## src/rtl/ppi_pkg.sv

```systemverilog
package ppi_pkg;
  localparam int SEQ_W    = 5;
  localparam int HEAD_LEN = 19;

  typedef enum logic [1:0] {SMP_NONE, SMP_LO, SMP_HI, SMP_BYTE} smp_e;

  typedef struct packed {
    logic       is_ctl;
    logic [7:0] val;
    logic       oe;
    smp_e       smp;
    logic       last;
  } op_t;

  function automatic op_t data_op(input logic [7:0] v);
    op_t o;
    o.is_ctl = 1'b0;
    o.val    = v;
    o.oe     = 1'b1;
    o.smp    = SMP_NONE;
    o.last   = 1'b0;
    return o;
  endfunction

  function automatic op_t ctl_op(input logic [3:0] c, input logic oe);
    op_t o;
    o.is_ctl = 1'b1;
    o.val    = {4'h0, c};
    o.oe     = oe;
    o.smp    = SMP_NONE;
    o.last   = 1'b0;
    return o;
  endfunction

  // six-step strobe: 5 D 5 D 5 4
  function automatic logic [3:0] strobe_a(input logic [SEQ_W-1:0] k);
    if (k == SEQ_W'(5)) return 4'h4;
    else if (k[0])      return 4'hD;
    else                return 4'h5;
  endfunction

  // four-step strobe: 5 7 5 4
  function automatic logic [3:0] strobe_b(input logic [SEQ_W-1:0] k);
    if (k == SEQ_W'(1))      return 4'h7;
    else if (k == SEQ_W'(3)) return 4'h4;
    else                     return 4'h5;
  endfunction
endpackage

```

## src/rtl/ppi_step_timer.sv

```systemverilog
module ppi_step_timer #(
  parameter int STEP_W = 8
) (
  input  logic              clk,
  input  logic              rst,
  input  logic              load,
  input  logic [STEP_W-1:0] len_in,
  input  logic              run,
  output logic              tick
);
  logic [STEP_W-1:0] len_q;
  logic [STEP_W-1:0] cnt_q;

  always_ff @(posedge clk) begin
    if (rst) begin
      len_q <= '0;
      cnt_q <= '0;
    end else if (load) begin
      len_q <= len_in;
      cnt_q <= '0;
    end else if (run) begin
      if (cnt_q == len_q) cnt_q <= '0;
      else                cnt_q <= cnt_q + 1'b1;
    end
  end

  assign tick = run && (cnt_q == len_q);
endmodule

```

## src/rtl/ppi_script.sv

```systemverilog
module ppi_script
  import ppi_pkg::*;
(
  input  logic [SEQ_W-1:0] pos,
  input  logic             wr,
  input  logic             byte_mode,
  input  logic [7:0]       addr,
  input  logic [7:0]       wdata,
  output op_t              op
);
  logic [SEQ_W-1:0] k;

  always_comb begin
    op = ctl_op(4'h4, 1'b1);
    k  = pos - SEQ_W'(HEAD_LEN);
    if (pos < SEQ_W'(HEAD_LEN)) begin
      if (pos == SEQ_W'(0))       op = data_op(8'h01);
      else if (pos <= SEQ_W'(6))  op = ctl_op(strobe_a(pos - SEQ_W'(1)), 1'b1);
      else if (pos == SEQ_W'(7))  op = data_op(addr);
      else if (pos <= SEQ_W'(11)) op = ctl_op(strobe_b(pos - SEQ_W'(8)), 1'b1);
      else if (pos == SEQ_W'(12)) op = data_op(8'h00);
      else                        op = ctl_op(strobe_a(pos - SEQ_W'(13)), 1'b1);
    end else if (wr) begin
      if (k == SEQ_W'(0) || k == SEQ_W'(5)) op = data_op(wdata);
      else if (k <= SEQ_W'(4))              op = ctl_op(strobe_b(k - SEQ_W'(1)), 1'b1);
      else                                  op = ctl_op(strobe_b(k - SEQ_W'(6)), 1'b1);
      op.last = (k == SEQ_W'(9));
    end else if (byte_mode) begin
      op = ctl_op(k[0] ? 4'h4 : 4'h6, k[0]);
      if (k == SEQ_W'(0)) op.smp = SMP_BYTE;
      op.last = (k == SEQ_W'(3));
    end else begin
      op = ctl_op(k[0] ? 4'h4 : 4'h6, 1'b1);
      if (k == SEQ_W'(0))      op.smp = SMP_LO;
      else if (k == SEQ_W'(2)) op.smp = SMP_HI;
      op.last = (k == SEQ_W'(5));
    end
  end
endmodule

```

## src/rtl/ppi_read_join.sv

```systemverilog
module ppi_read_join #(
  parameter int ST_W = 5,
  parameter int DW   = 8
) (
  input  logic            clk,
  input  logic            rst,
  input  logic            cap_lo,
  input  logic            cap_hi,
  input  logic            cap_byte,
  input  logic            byte_mode,
  input  logic [ST_W-1:0] st_in,
  input  logic [DW-1:0]   pd_in,
  output logic [DW-1:0]   result
);
  localparam int NIB = DW / 2;

  logic [NIB-1:0] lo_q, hi_q;
  logic [DW-1:0]  byte_q;

  always_ff @(posedge clk) begin
    if (rst) begin
      lo_q   <= '0;
      hi_q   <= '0;
      byte_q <= '0;
    end else begin
      if (cap_lo)   lo_q   <= st_in[ST_W-1 -: NIB];
      if (cap_hi)   hi_q   <= st_in[ST_W-1 -: NIB];
      if (cap_byte) byte_q <= pd_in;
    end
  end

  assign result = byte_mode ? byte_q : {hi_q, lo_q};
endmodule

```

## src/rtl/ppi_reg_seq.sv

```systemverilog
module ppi_reg_seq
  import ppi_pkg::*;
#(
  parameter int STEP_W = 8,
  parameter int IDX_W  = 3,
  parameter int ST_W   = 5,
  parameter int DW     = 8,
  parameter int CW     = 4
) (
  input  logic              clk,
  input  logic              rst,
  input  logic              req_valid,
  input  logic              req_write,
  input  logic              req_sel,
  input  logic [IDX_W-1:0]  req_idx,
  input  logic [DW-1:0]     req_wdata,
  input  logic              byte_mode,
  input  logic [STEP_W-1:0] step_len,
  output logic              busy,
  output logic              done,
  output logic [DW-1:0]     rd_data,
  output logic [DW-1:0]     pd_out,
  output logic              pd_oe,
  input  logic [DW-1:0]     pd_in,
  output logic [CW-1:0]     pc_out,
  input  logic [ST_W-1:0]   st_in
);
  localparam logic [CW-1:0] CTL_IDLE = CW'(4);

  logic             accept, tick;
  logic [SEQ_W-1:0] pos_q, pos_nxt;
  logic             wr_q, mode_q;
  logic [7:0]       addr_q, wdata_q;
  logic [DW-1:0]    joined;
  op_t              op_cur, op_nxt;
  logic             cap_lo, cap_hi, cap_byte;

  assign accept  = req_valid && !busy;
  assign pos_nxt = accept ? '0 : pos_q + 1'b1;

  ppi_step_timer #(.STEP_W(STEP_W)) u_timer (
    .clk(clk), .rst(rst), .load(accept), .len_in(step_len),
    .run(busy), .tick(tick)
  );

  ppi_script u_cur (
    .pos(pos_q), .wr(wr_q), .byte_mode(mode_q),
    .addr(addr_q), .wdata(wdata_q), .op(op_cur)
  );

  ppi_script u_nxt (
    .pos(pos_nxt), .wr(wr_q), .byte_mode(mode_q),
    .addr(addr_q), .wdata(wdata_q), .op(op_nxt)
  );

  assign cap_lo   = tick && (op_cur.smp == SMP_LO);
  assign cap_hi   = tick && (op_cur.smp == SMP_HI);
  assign cap_byte = tick && (op_cur.smp == SMP_BYTE);

  ppi_read_join #(.ST_W(ST_W), .DW(DW)) u_join (
    .clk(clk), .rst(rst), .cap_lo(cap_lo), .cap_hi(cap_hi),
    .cap_byte(cap_byte), .byte_mode(mode_q), .st_in(st_in),
    .pd_in(pd_in), .result(joined)
  );

  always_ff @(posedge clk) begin
    if (rst) begin
      busy    <= 1'b0;
      done    <= 1'b0;
      rd_data <= '0;
      pd_out  <= '0;
      pd_oe   <= 1'b1;
      pc_out  <= CTL_IDLE;
      pos_q   <= '0;
      wr_q    <= 1'b0;
      mode_q  <= 1'b0;
      addr_q  <= '0;
      wdata_q <= '0;
    end else begin
      done <= 1'b0;
      if (accept) begin
        busy    <= 1'b1;
        pos_q   <= pos_nxt;
        wr_q    <= req_write;
        mode_q  <= byte_mode;
        addr_q  <= 8'({req_idx, 2'b00}) + 8'd1 + 8'(req_sel);
        wdata_q <= 8'(req_wdata);
        pd_out  <= DW'(op_nxt.val);
        pd_oe   <= op_nxt.oe;
      end else if (tick) begin
        if (op_cur.last) begin
          busy <= 1'b0;
          done <= 1'b1;
          if (!wr_q) rd_data <= joined;
        end else begin
          pos_q <= pos_nxt;
          pd_oe <= op_nxt.oe;
          if (op_nxt.is_ctl) pc_out <= op_nxt.val[CW-1:0];
          else               pd_out <= DW'(op_nxt.val);
        end
      end
    end
  end
endmodule

```

## config.mk

```make
export PLATFORM = sky130hd
export DESIGN_NAME = ppi_reg_seq
export DESIGN_NICKNAME = d
export VERILOG_FILES = /design/src/rtl/ppi_pkg.sv /design/src/rtl/ppi_step_timer.sv /design/src/rtl/ppi_script.sv /design/src/rtl/ppi_read_join.sv /design/src/rtl/ppi_reg_seq.sv
export SDC_FILE = /design/constraint.sdc
export NUM_CORES = 1
export LEC_CHECK = 0
export ABC_AREA = 1
export BUFFER_PORTS_ARGS = -buffer_cell sky130_fd_sc_hd__buf_2
export CORE_UTILIZATION = 42
export CTS_BUF_LIST = sky130_fd_sc_hd__clkbuf_16
export DETAILED_ROUTE_END_ITERATION = 8
export GPL_TIMING_DRIVEN = 0
export MAX_ROUTING_LAYER = met4
export PLACE_DENSITY_LB_ADDON = 0.1
export SLEW_MARGIN = 20
export SYNTH_ARGS = -nofsm -noshare
export SYNTH_HDL_FRONTEND = slang
export SYNTH_SLANG_ARGS = --single-unit
```

## constraint.sdc

```tcl
create_clock -name clk -period 2.92 [get_ports clk]
set_clock_uncertainty 0.1 [all_clocks]
set_input_delay 0.146 -clock clk [delete_from_list [all_inputs] [get_ports clk]]
set_output_delay 0.146 -clock clk [all_outputs]
set_load 0.005 [all_outputs]
```

==> Word-level counts from Yosys, hierarchy flattened <==
Cells that the tools add are included.
{ "word_totals": {"output_inout_bits": 23, "in_bits": 38, "ff_bits": 77} }
{ "classes": {"n_lt_le_gt_ge": 7, "eq_ne": 25, "bitwise": 4, "reduce_logical": 21, "mux": 52, "addsub": 11} }
{ "ops": {"columns": ["op", "count"], "rows": [
  ["$mux W13", 8],
  ["$mux W8", 7],
  ["$eq A5 B2 Y1 const B", 7],
  ["$mux W4", 8],
  ["$eq A5 B3 Y1 const B", 6],
  ["$mux W3", 8],
  ["$logic_not A5 Y1", 4],
  ["$mux W5", 4],
  ["$eq A5 B1 Y1 const B", 3],
  ["$eq A5 B4 Y1 const B", 3],
  ["$le A5 B3 Y1 const B", 3],
  ["$mux W2", 7],
  ["$le A5 B4 Y1 const B", 2],
  ["$lt A5 B5 Y1 const B", 2],
  ["$mux W1", 10],
  ["$sub A5 B1 Y5 const B", 2],
  ["$sub A5 B4 Y5 const B", 2],
  ["$sub A5 B5 Y5 const B", 2],
  ["$add A8 B1 Y8 const B", 1],
  ["$eq A8 B8 Y1", 1],
  ["$reduce_and A4 Y1", 2],
  ["$add A6 B1 Y7", 1],
  ["$add A5 B1 Y6 const B", 1],
  ["$add A5 B1 Y5 const B", 1],
  ["other kinds (13)", 25]
]} }

==> Longest topological paths before layout <==
Gate-level depths: netlist of the first run.
{ "logic_depth": {"ltp_word": 16, "mapped_depth": 25, "ltp_nobuf": 25} }

==> By module <==
Synthesis of the first run repeated with hierarchy kept, for this count alone.
{ "hier_totals": {"hier_cells": 895, "hier_area_um2": 5616.6} }
{ "by_module_without_submodules": {"columns": ["module", "seq_area_each_um2", "area_each_um2", "instances", "cells_per_inst"], "rows": [
  ["ppi_script", 0.0, 1086.0, 2, 199],
  ["ppi_reg_seq", 860.8, 1844.3, 1, 269],
  ["ppi_step_timer", 320.3, 838.3, 1, 105],
  ["ppi_read_join", 320.3, 762.0, 1, 123]
]} }

==> Least setup slack after synthesis of the first run <==
No wires, ideal clock.
{ "synth_timing": {"path_type": "reg-to-reg", "start": "reg pos_q[1]", "end": "reg pc_out[0]", "required_time_ns": 2.703, "arrival_ns": 2.494, "setup_slack_ns": 0.209, "n_path_buf": 0, "period_less_slack_ns": 2.711, "path_stages_with_launch": 25, "cell_sequence": "dfxtp_1 -> inv_1 -> ha_1 -> inv_1 -> nand2_1 -> inv_1 -> ha_1 -> inv_1 -> nand2_1 -> nand2_2 -> ha_1 -> nand2_1 -> nand2_1 -> inv_1 -> nand2_1 -> nand2_1 -> nand2_1 -> nor2_1 -> nand3_1 -> nor2_1 -> nor2_1 -> o21ai_1 -> nand3_1 -> nor2_1 -> nor2_1"} }
{ "synth_via": {"elab_chain_cells": 11, "elab_cells_between_ends": 59} }
{ "synth_lines": {"columns": ["element", "line_no", "source"], "rows": [
  ["start: declaration", "ppi_reg_seq.sv:31", "logic [SEQ_W-1:0] pos_q, pos_nxt;"],
  ["start signal: assignment", "ppi_reg_seq.sv:83", "pos_q <= pos_nxt;"],
  ["start signal: assignment", "ppi_reg_seq.sv:96", "pos_q <= pos_nxt;"],
  ["$add A5 B1 Y5 (*)", "ppi_reg_seq.sv:39", "assign pos_nxt = accept ? '0 : pos_q + 1'b1;"],
  ["$mux W5 (*)", "ppi_reg_seq.sv:39", null],
  ["net pos_nxt[1]", "ppi_reg_seq.sv:31", null],
  ["$sub A5 B5 Y5 (tied with other cells)", "ppi_script.sv:15", "k = pos - SEQ_W'(HEAD_LEN);"],
  ["$sub A5 B3 Y5 (tied with other cells)", "ppi_script.sv:26", "else op = ctl_op(strobe_b(k - SEQ_W'(6)), 1'b1);"],
  ["$eq A5 B2 Y1 (tied with other cells)", "ppi_pkg.sv:45", "else if (k == SEQ_W'(3)) return 4'h4;"],
  ["$mux W1 (tied with other cells)", "ppi_pkg.sv:45", null],
  ["$mux W4 or $mux W13 (tied branches)", "ppi_pkg.sv:44, ppi_script.sv:20", null],
  ["$mux W8 or $mux W13 (tied branches)", "ppi_script.sv:25, ppi_script.sv:19", null],
  ["$mux W13 (on tied branches)", "ppi_script.sv:24, ppi_script.sv:18", null],
  ["$mux W13 (on tied branches)", "ppi_script.sv:23, ppi_script.sv:17", null],
  ["$mux W13 (*)", "ppi_script.sv:16", "if (pos < SEQ_W'(HEAD_LEN)) begin"],
  ["end signal: assignment", "ppi_reg_seq.sv:98", "if (op_nxt.is_ctl) pc_out <= op_nxt.val[CW-1:0];"],
  ["end: declaration", "ppi_reg_seq.sv:25", "output logic [CW-1:0] pc_out,"]
]} }
Mark *: on every way through the listed nets, which the timed path passes. The rest lies on a longest branch.
A chain may end at the register's enable or synchronous reset.

==> Worst setup path in the final report of the first run <==
Same ends and word-level chain as after synthesis.

==> results of run 1 <==
worst reg2reg max path, delay by kind of cell, from the launching register on:
family / cells / cell delay (ns)
buf+inv: 5 / 0.32
fa+ha+maj: 3 / 0.55
compound gates: 1 / 0.09
simple gates: 15 / 1.21
flops: 1 / 0.37
cells in the mapped netlist (all sizes together), types with 2 or more instances:
cell type	n	area, um2
nand2	129	574.3
nor2	103	432.9
dfxtp	75	1501
inv	69	264.0
o21ai	60	304.0
nand3	36	237.7
a21oi	35	201.4
ha	18	225.2
clkbuf	12	45.04
nor3	11	65.06
a211oi	9	107.6
buf	6	51.30
xor2	6	60.06
nand4	5	31.28
nand3b	4	30.03
or2	3	18.77
xnor2	3	26.28
a22oi	2	15.01
o211ai	2	15.01
through the flow:
step,cells,util,total power [mW],area [um2],worst slack (ns)
4_1_cts,830,0.5423,2.880,5325,0.03785
6_report,834,0.5497,2.886,5398,0.1628
3_3_place_gp,787,0.4810,1.709,4723,-0.3455
2_1_floorplan,595,-,1.563,4262,0.2090
5_1_grt,834,0.5497,3.040,5398,-0.01813
3_5_place_dp,787,0.4810,1.724,4723,-0.3803
power by group:
| group | switching (mW) | internal [mW] |
|---|---|---|
| Combinational | 0.412 | 0.246 |
| Clock | 0.456 | 0.660 |
| Sequential | 0.0390 | 1.07 |
sequential cells by signal (all words and copies together) (netlist names):
register       cells
mode_q             1
pc_out             4
u_join.hi_q        4
rd_data            8
wr_q               1
u_join.byte_q      8
u_join.lo_q        4
pd_oe              1
busy               1
u_timer.cnt_q      8
u_timer.len_q      8
done               1
pos_q              5
addr_q             5
pd_out             8
wdata_q            8
cells in the final DEF (no fill, tap or decap), types with 3 or more instances in the layout:
cell             n
buf_4            5
nand2_1        113
inv_2           11
nand3_1         26
buf_6            3
buf_2           61
nor2_1          95
o21ai_0         48
nand2_2          4
dlygate4sd3_1   28
o21ai_1         11
clkbuf_16        9
nand3b_1         4
nor2_4           3
nor3_1           9
nor2_2           4
inv_6            4
nand2_4         10
dfxtp_1         72
or2_2            3
a21oi_2          7
xnor2_1          3
clkbuf_1        12
nand3_2          9
inv_1           54
ha_1            16
xor2_1           5
a21oi_1         28
nand4_1          5
a211oi_2         8
cells by family after synthesis:
| family | share of synthesized area |
|---|---|
| AND/OR/NAND/NOR | 0.3303 |
| AO/OA/AOI/OAI | 0.1588 |
| buffers and inverters | 0.08544 |
| flip-flops | 0.3523 |
| adder cells (fa/ha/maj) | 0.05285 |
| XOR/XNOR | 0.02026 |
layer usage:
metal | vias to the layer above | GRT usage | share of wire
li1 | 2125 | - | -
met1 | 1827 | 0.2775 | 0.48
met2 | 77 | 0.3723 | 0.47
met3 | 18 | 0.02847 | 0.029
met4 | 0 | 0.07367 | 0.016
met5 | - | - | 0
cell type report:
class / count / area, um2 / area share
Clock buffer: 9 / 225.2 / 0.04172
Timing Repair Buffer: 91 / 605.6 / 0.1122
Buffer: 18 / 96.34 / 0.01785
Tap cell: 133 / 166.4 / 0.03083
Inverter: 70 / 277.8 / 0.05146
Multi-Input combinational cell: 432 / 2451 / 0.4541
Clock inverter: 6 / 65.06 / 0.01205
Sequential cell: 75 / 1510 / 0.2798
what timing repair did:
item / 4_1_cts / 5_1_grt
hold buffers: 28 / 0
hold endpoints to repair: 28 / 0
buffers inserted: 0 / 4
resized for setup: 12 / 12
pin swaps: 1 / 4
setup endpoints to repair: 11 / 6
path summary, 6_finish.rpt:
check | startpoint | end | slack, ns | cells past startpoint
max | pos_q[1]$_SDFFE_PP0P_ | pc_out[0]$_SDFFE_PP0P_ | 0.16 | 24
min reg2reg | pc_out[2]$_SDFFE_PP1P_ | pc_out[2]$_SDFFE_PP1P_ | 0.35 | 1
min | pd_in[1] | u_join.byte_q[1]$_SDFFE_PP0P_ | 0.004 | 3
max reg2reg | pos_q[1]$_SDFFE_PP0P_ | pc_out[0]$_SDFFE_PP0P_ | 0.16 | 24
==> results.yml, run 1 <==
run_status:
  status: "complete, no violations"
yosys:
  synth-edff-count: 0
  seq_area_frac_synth: 0.3523
  synth_nets: 651
  synthArstFlopShare: 0
  synth_cell_type_count: 44
  yosysWarnings: 0
  netlist_area_um2: 4262
  synth_seq_cells: 75
  synth_flop_cell: "dfxtp_1"
  synth_cells: 595
  synth_area_per_cell_um2: 7.162
clocking:
  cts_buffers: 9
  clockBufferDepth: 2
  cts.sinks: 75
  clk_pin_slew_ns: 0.06
  clockRootBuffer: "clkbuf_16"
  cts_tree: "done"
  htreeDepth: 3
  clkLatencyLatePin_ns: 0.33
setup_path:
  critPathLaunchType: "flip-flop"
  worstPathCellList: "inv_2 -> ha_4 -> inv_4 -> nand2_4 -> inv_4 -> ha_4 -> inv_1 -> nand2_2 -> nand2_4 -> ha_1 -> nand2_1 -> nand2_1 -> inv_1 -> nand2_1 -> nand2_1 -> nand2_1 -> nor2_2 -> nand3_1 -> nor2_1 -> nor2_1 -> o21ai_1 -> nand3_1 -> nor2_1 -> nor2_1"
  slowest_delay_ns: 0.37
  cp.required_ns: 3.04
  arrival_ns: 2.88
  crit_type: "reg -> reg"
  crit_buf_inv: 5
  cpMostUsedCell: "nand2_1"
  slowest_stage: "dfxtp_4"
  end_kind: "flip-flop"
  cp_max_fo: 5
  crit_family: "simple AND/OR/NAND/NOR gates"
flow_run:
  drv_cap: 0
sta:
  max-slew-margin-rel: 0.4809
  finalSetupTns_ns: 0
  hold_viol_final: 0
  worstMarginPinSlew_ns: 0.7787
  min_period_over_period: 0.9442
  fmax_ghz: 0.3627
  finalSetupViolCount: 0
  period_needed_ns: 2.757
  slew_viol_final: 0
  hold_ws_ns: 0.003972
pwr:
  max-vdd-ir-drop_mv: 0.3120
  p_leak_nw: 2.359
  powerDensity_nw_per_um2: 534.7
global_route:
  grt_max_degree: 14
  grt_overflow: 0
  grt_pass1_vias: 3726
  grt_antenna_before_repair: 0
  groute.usage.overall: 0.2226
  grt_pass1_wl_mm: 17.62
final_layout:
  fill_cells: 991
  antenna_cells: 0
  fin_nets: 753
  syn_to_final_growth_pct: 26.66
  drive_above_1_share: 0.2297
drt:
  first_pass_iters: 4
  drtAntennaViolNets: 0
  wl_mm: 10.96
  num_vias: 4047
  drtIter0Drc: 162
  wl_per_cell_um: 13.15
  viasPerCell: 4.853
  drc: 0
floorplan:
  fp.dieW_um: 102.7
  initial_core_util: 0.4340
  rows: 36
  core_area_um2: 9819
  die_area_um2: 10550
  die-height_um: 102.7
  pin_count: 61
place:
  hpwl_mm: 8.139
  numPortBuffers: 59
  finalWeightedCongestion: 0.9419
worst_hold_path:
  hold_path.class: "in -> reg"
Power figures use the tool's default switching activity.
==> inputs of run 2 (changes only) <==
--- a/config.mk
+++ b/config.mk
@@ -7,6 +7,7 @@
 export LEC_CHECK = 0
 export ABC_AREA = 1
 export BUFFER_PORTS_ARGS = -buffer_cell sky130_fd_sc_hd__buf_2
+export CAP_MARGIN = 30
 export CORE_UTILIZATION = 42
 export CTS_BUF_LIST = sky130_fd_sc_hd__clkbuf_16
 export DETAILED_ROUTE_END_ITERATION = 8
==> constraint.sdc (replaced) <==
create_clock -name clk -period 2.92 [get_ports clk]
set_clock_uncertainty 0.1 [all_clocks]
set_input_delay 0.292 -clock clk [delete_from_list [all_inputs] [get_ports clk]]
set_output_delay 0.292 -clock clk [all_outputs]
set_load 0.005 [all_outputs]
==> run 2 against run 1 <==
Via count decreased by 1.6%. Die area stayed put. Clock power about the same. Cell area is 5.2% lower. First-iteration DRC count is 3.1% lower. Clock-buffer cell count unchanged. Non-clock buffer count is 28 lower. Global-route usage decreased by 0.36 points. Power is 1.1% lower.
==> results.yml, run 2 (synthesis results as in run 1) <==
clocking:
  postCtsHoldBufs: 0
  clockRootBuffer: "clkbuf_16"
  clkLatencyLatePin_ns: 0.33
  cts.sinks: 75
  htreeDepth: 3
  clockBufferDepth: 2
  clk_pin_slew_ns: 0.06
  cts_tree: "done"
  cts_buffers: 9
final_layout:
  fill_cells: 1023
  final_util: 0.5212
  antenna_cells: 0
  drive_above_1_share: 0.2392
  fin_nets: 725
  syn_to_final_growth_pct: 20.08
  final_common_cell: "nand2_1"
  instances_no_fill: 806
  final_cell_mix: "nand2_1 (113), nor2_1 (95), dfxtp_1 (72)"
pwr:
  powerDensity_nw_per_um2: 557.9
  max-vdd-ir-drop_mv: 0.3121
  p_leak_nw: 2.242
place:
  dp.cells: 787
  finalWeightedCongestion: 0.9419
  preCtsSetupSlack_ns: -0.3803
  numPortBuffers: 59
  hpwl_mm: 8.139
global_route:
  grt_max_degree: 14
  groute.usage.overall: 0.2191
  grt_pass1_wl_mm: 17.32
  grt_overflow: 0
  grt_antenna_before_repair: 0
  grt_pass1_vias: 3618
drt:
  met3_length_um: 502
  first_pass_iters: 4
  drc: 0
  num_vias: 3982
  drtIter0Drc: 157
  drtAntennaViolNets: 0
  wl_per_cell_um: 13.41
  drt-met1-wl_mm: 5.104
  wl_mm: 10.81
  viasPerCell: 4.940
  top_layer: "met4"
  wl_met2_mm: 5.029
worst_hold_path:
  timing.hold.worst_path_depth: 3
  hold_path.class: "in -> reg"
sta:
  fmax_ghz: 0.3627
  setup_slack_ns: 0.1629
  slew_viol_final: 0
  max-slew-margin-rel: 0.4828
  worstMarginPinSlew_ns: 0.7758
  finalSetupViolCount: 0
  hold_viol_final: 0
  hold_ws_ns: 0.1066
  min_period_over_period: 0.9442
  period_needed_ns: 2.757
  finalSetupTns_ns: 0
floorplan:
  die_area_um2: 10550
  fp.dieW_um: 102.7
  die-height_um: 102.7
  initial_core_util: 0.4340
  pin_count: 61
  rows: 36
  core_area_um2: 9819
flow_run:
  drv_cap: 0
setup_path:
  cp_max_fo: 5
  cp.required_ns: 3.04
  ff2ff_path_depth: 24
  critPathLaunchType: "flip-flop"
  arrival_ns: 2.88
  crit_type: "reg -> reg"
  end_kind: "flip-flop"
run_status:
  status: "complete, no violations"
-- run 2: worst max-delay path: stages (launching register included) --
cell and delay, ns:
dfxtp_4 0.37, inv_2 0.05, ha_4 0.23, inv_4 0.07, nand2_4 0.08, inv_4 0.09
ha_4 0.15, inv_1 0.06, nand2_2 0.08, nand2_4 0.06, ha_1 0.17, nand2_1 0.06
nand2_1 0.06, inv_1 0.05, nand2_1 0.04, nand2_1 0.06, nand2_1 0.07, nor2_2 0.14
nand3_1 0.08, nor2_1 0.10, nor2_1 0.05, o21ai_1 0.09, nand3_1 0.14, nor2_1 0.14
nor2_1 0.04
-- run 2: worst paths after layout --
kind | from | endpoint | slack (ns)
setup / recovery | pos_q[1]$_SDFFE_PP0P_ | pc_out[0]$_SDFFE_PP0P_ | 0.16
hold / removal | req_wdata[0] | wdata_q[0]$_SDFFE_PP0P_ | 0.11
setup reg to reg | pos_q[1]$_SDFFE_PP0P_ | pc_out[0]$_SDFFE_PP0P_ | 0.16
hold reg to reg | pc_out[2]$_SDFFE_PP1P_ | pc_out[2]$_SDFFE_PP1P_ | 0.35
-- run 2: timing repair --
item,CTS,global route
pin swaps,1,4
setup buffers,0,4
setup endpoints to repair,11,6
resized for setup,12,12
-- run 2: per-layer routing --
metal	up-vias	global-route usage
li1	2072	-
met1	1791	0.2788
met2	101	0.3595
met3	18	0.02915
met4	0	0.07042
met5	-	-
-- run 2: layout make-up --
type	instances	area, um2	share of cell area
plain buffers	18	96.34	0.01883
inverters	70	277.8	0.05428
multi-input cells	432	2451	0.4790
clock inverters	6	65.06	0.01271
clock buffers	9	225.2	0.04401
well taps	133	166.4	0.03252
flip-flops and latches	75	1510	0.2951
repair buffers	63	325.3	0.06357
-- run 2: per-stage QoR --
stage	cell area (um2)	total power, mW
3_5_place_dp	4723	1.724
5_1_grt	5117	3.008
4_1_cts	5045	2.852
2_1_floorplan	4262	1.563
3_3_place_gp	4723	1.709
6_report	5117	2.855
-- run 2: power breakdown --
| part | switching (mW) | internal [mW] |
|---|---|---|
| Clock | 0.453 | 0.660 |
| Sequential | 0.0393 | 1.07 |
| Combinational | 0.407 | 0.222 |
| Total | 0.900 | 1.96 |
==> inputs of run 3 (changes only) <==
--- a/config.mk
+++ b/config.mk
@@ -14,6 +14,7 @@
 export GPL_TIMING_DRIVEN = 0
 export MAX_ROUTING_LAYER = met4
 export PLACE_DENSITY_LB_ADDON = 0.1
+export RECOVER_POWER = 100
 export SLEW_MARGIN = 20
 export SYNTH_ARGS = -nofsm -noshare
 export SYNTH_HDL_FRONTEND = slang
==> run 3 against run 2 <==
Sequential share of layout area increased by 0.47 points. Combinational power shrank 2%. Flip-flop and latch count unchanged. Largest cell class unchanged.
==> results.yml, run 3 (synthesis results as in run 1) <==
clocking:
  htreeDepth: 3
  clk_pin_slew_ns: 0.06
  cts_buffers: 9
  clockBufferDepth: 2
  clockRootBuffer: "clkbuf_16"
  cts.sinks: 75
  clkLatencyLatePin_ns: 0.33
  postCtsHoldBufs: 0
  cts_tree: "done"
sta:
  period_needed_ns: 2.745
  max-slew-margin-rel: 0.5148
  finalSetupViolCount: 0
  slew_viol_final: 0
  finalSetupTns_ns: 0
  fmax_ghz: 0.3643
  worstMarginPinSlew_ns: 0.7279
  hold_viol_final: 0
  min_period_over_period: 0.9400
setup_path:
  cp_max_fo: 5
  crit_type: "reg -> reg"
  critPathLaunchType: "flip-flop"
  worstPathCellList: "inv_2 -> ha_4 -> inv_4 -> nand2_4 -> inv_4 -> ha_4 -> inv_1 -> nand2_2 -> nand2_4 -> ha_1 -> nand2_1 -> nand2_1 -> nand2_1 -> nand2_1 -> nand2_1 -> nor2_2 -> nand3_1 -> nor2_1 -> nor2_1 -> o21ai_1 -> nand3_1 -> nor2_1 -> nor2_1"
  end_kind: "flip-flop"
  arrival_ns: 2.87
  cpMostUsedCell: "nand2_1"
  crit_buf_inv: 4
  cp.required_ns: 3.04
  slowest_delay_ns: 0.37
  slowest_stage: "dfxtp_4"
  crit_family: "simple AND/OR/NAND/NOR gates"
worst_hold_path:
  hold_path.class: "in -> reg"
global_route:
  grt_max_degree: 14
  use_met3: 0.02915
  grt_pass1_vias: 3618
  groute.usage.overall: 0.2191
  grt_overflow: 0
  top_usage_layer: "met2"
  grt_antenna_before_repair: 0
  grt_pass1_wl_mm: 17.32
  globalRouteMet1Util: 0.2788
  use_met2: 0.3595
floorplan:
  initial_core_util: 0.4340
  pin_count: 61
  fp.dieW_um: 102.7
  die_area_um2: 10550
  die-height_um: 102.7
  rows: 36
  core_area_um2: 9819
run_status:
  status: "complete, no violations"
final_layout:
  drive_above_1_share: 0.1917
  final_common_cell: "nand2_1"
  fin_nets: 725
  stdcell_area_um2: 5037
  final_cell_mix: "nand2_1 (116), nor2_1 (97), dfxtp_1 (72)"
  final_util: 0.5130
  syn_to_final_growth_pct: 18.20
  antenna_cells: 0
pwr:
  max-vdd-ir-drop_mv: 0.3125
  powerDensity_nw_per_um2: 563.7
  p_leak_nw: 2.159
  power_mw: 2.839
place:
  numPortBuffers: 59
  place_area_um2: 4723
  hpwl_mm: 8.139
  finalWeightedCongestion: 0.9419
drt:
  num_vias: 3976
  wl_per_cell_um: 13.39
  drc: 0
  drtIter0Drc: 154
  drtAntennaViolNets: 0
  first_pass_iters: 5
  wl_mm: 10.79
  viasPerCell: 4.933
flow_run:
  drv_cap: 0
-- run 3: cell types whose count changed in the layout (fill, tap and decap cells not counted), moves of 3 or more --
cell,delta
buf_2,-20
inv_1,+3
inv_2,-3
clkbuf_1,+19
nand2_1,+3
-- run 3: repair_timing --
item                                    in CTS  in global routing
endpoints found under the setup margin      11                  6
resized for setup                           12                 12
setup buffers                                0                  4
pin swaps                                    1                  4
-- run 3: layer usage --
layer | wire (um) | part of all wire | vias up
met3 | 503 | 0.047 | 18
met4 | 159 | 0.015 | 0
met2 | 5042 | 0.47 | 95
met1 | 5087 | 0.47 | 1790
li1 | - | - | 2073
met5 | 0 | 0 | -
-- run 3: through the flow --
step                hold WS [ns]  setup WS (ns)  instances
floorplan                 0.3200         0.2090        595
global placement          0.3339        -0.3455        787
detailed placement        0.3450        -0.3803        787
CTS                       0.1051        0.03785        802
global route              0.1193       -0.01840        806
finish                    0.1085         0.1753        806
-- run 3: report_power, final --
part           leakage (nW)  total (mW)  switching [mW]  internal, mW
Clock                 0.142        1.11           0.449         0.660
Combinational          1.40       0.618           0.402         0.216
Sequential            0.614        1.11          0.0390          1.07
-- run 3: layout make-up --
type / instances / area (um2)
multi-input combinational: 432 / 2399
tap: 133 / 166.4
clock inverter: 6 / 65.06
sequential: 75 / 1510
timing repair buffer: 63 / 301.5
fill: 1042 / 4782
inverter: 70 / 275.3
buffer: 18 / 95.09
clock buffer: 9 / 225.2
-- run 3: worst reg2reg max path, stage by stage, from the launching register on --
cell and delay, ns:
dfxtp_4 0.37, inv_2 0.05, ha_4 0.29, inv_4 0.05
nand2_4 0.10, inv_4 0.06, ha_4 0.17, inv_1 0.08
nand2_2 0.07, nand2_4 0.08, ha_1 0.14, nand2_1 0.05
nand2_1 0.07, nand2_1 0.05, nand2_1 0.06, nand2_1 0.07
nor2_2 0.13, nand3_1 0.08, nor2_1 0.10, nor2_1 0.05
o21ai_1 0.09, nand3_1 0.14, nor2_1 0.15, nor2_1 0.05
-- run 3: final timing paths --
kind	slack [ns]	from	endpoint	cells after the start
hold reg to reg	0.35	pc_out[2]$_SDFFE_PP1P_	pc_out[2]$_SDFFE_PP1P_	1
setup / recovery	0.18	pos_q[1]$_SDFFE_PP0P_	pc_out[0]$_SDFFE_PP0P_	23
setup reg to reg	0.18	pos_q[1]$_SDFFE_PP0P_	pc_out[0]$_SDFFE_PP0P_	23
hold / removal	0.11	req_wdata[1]	wdata_q[1]$_SDFFE_PP0P_	3
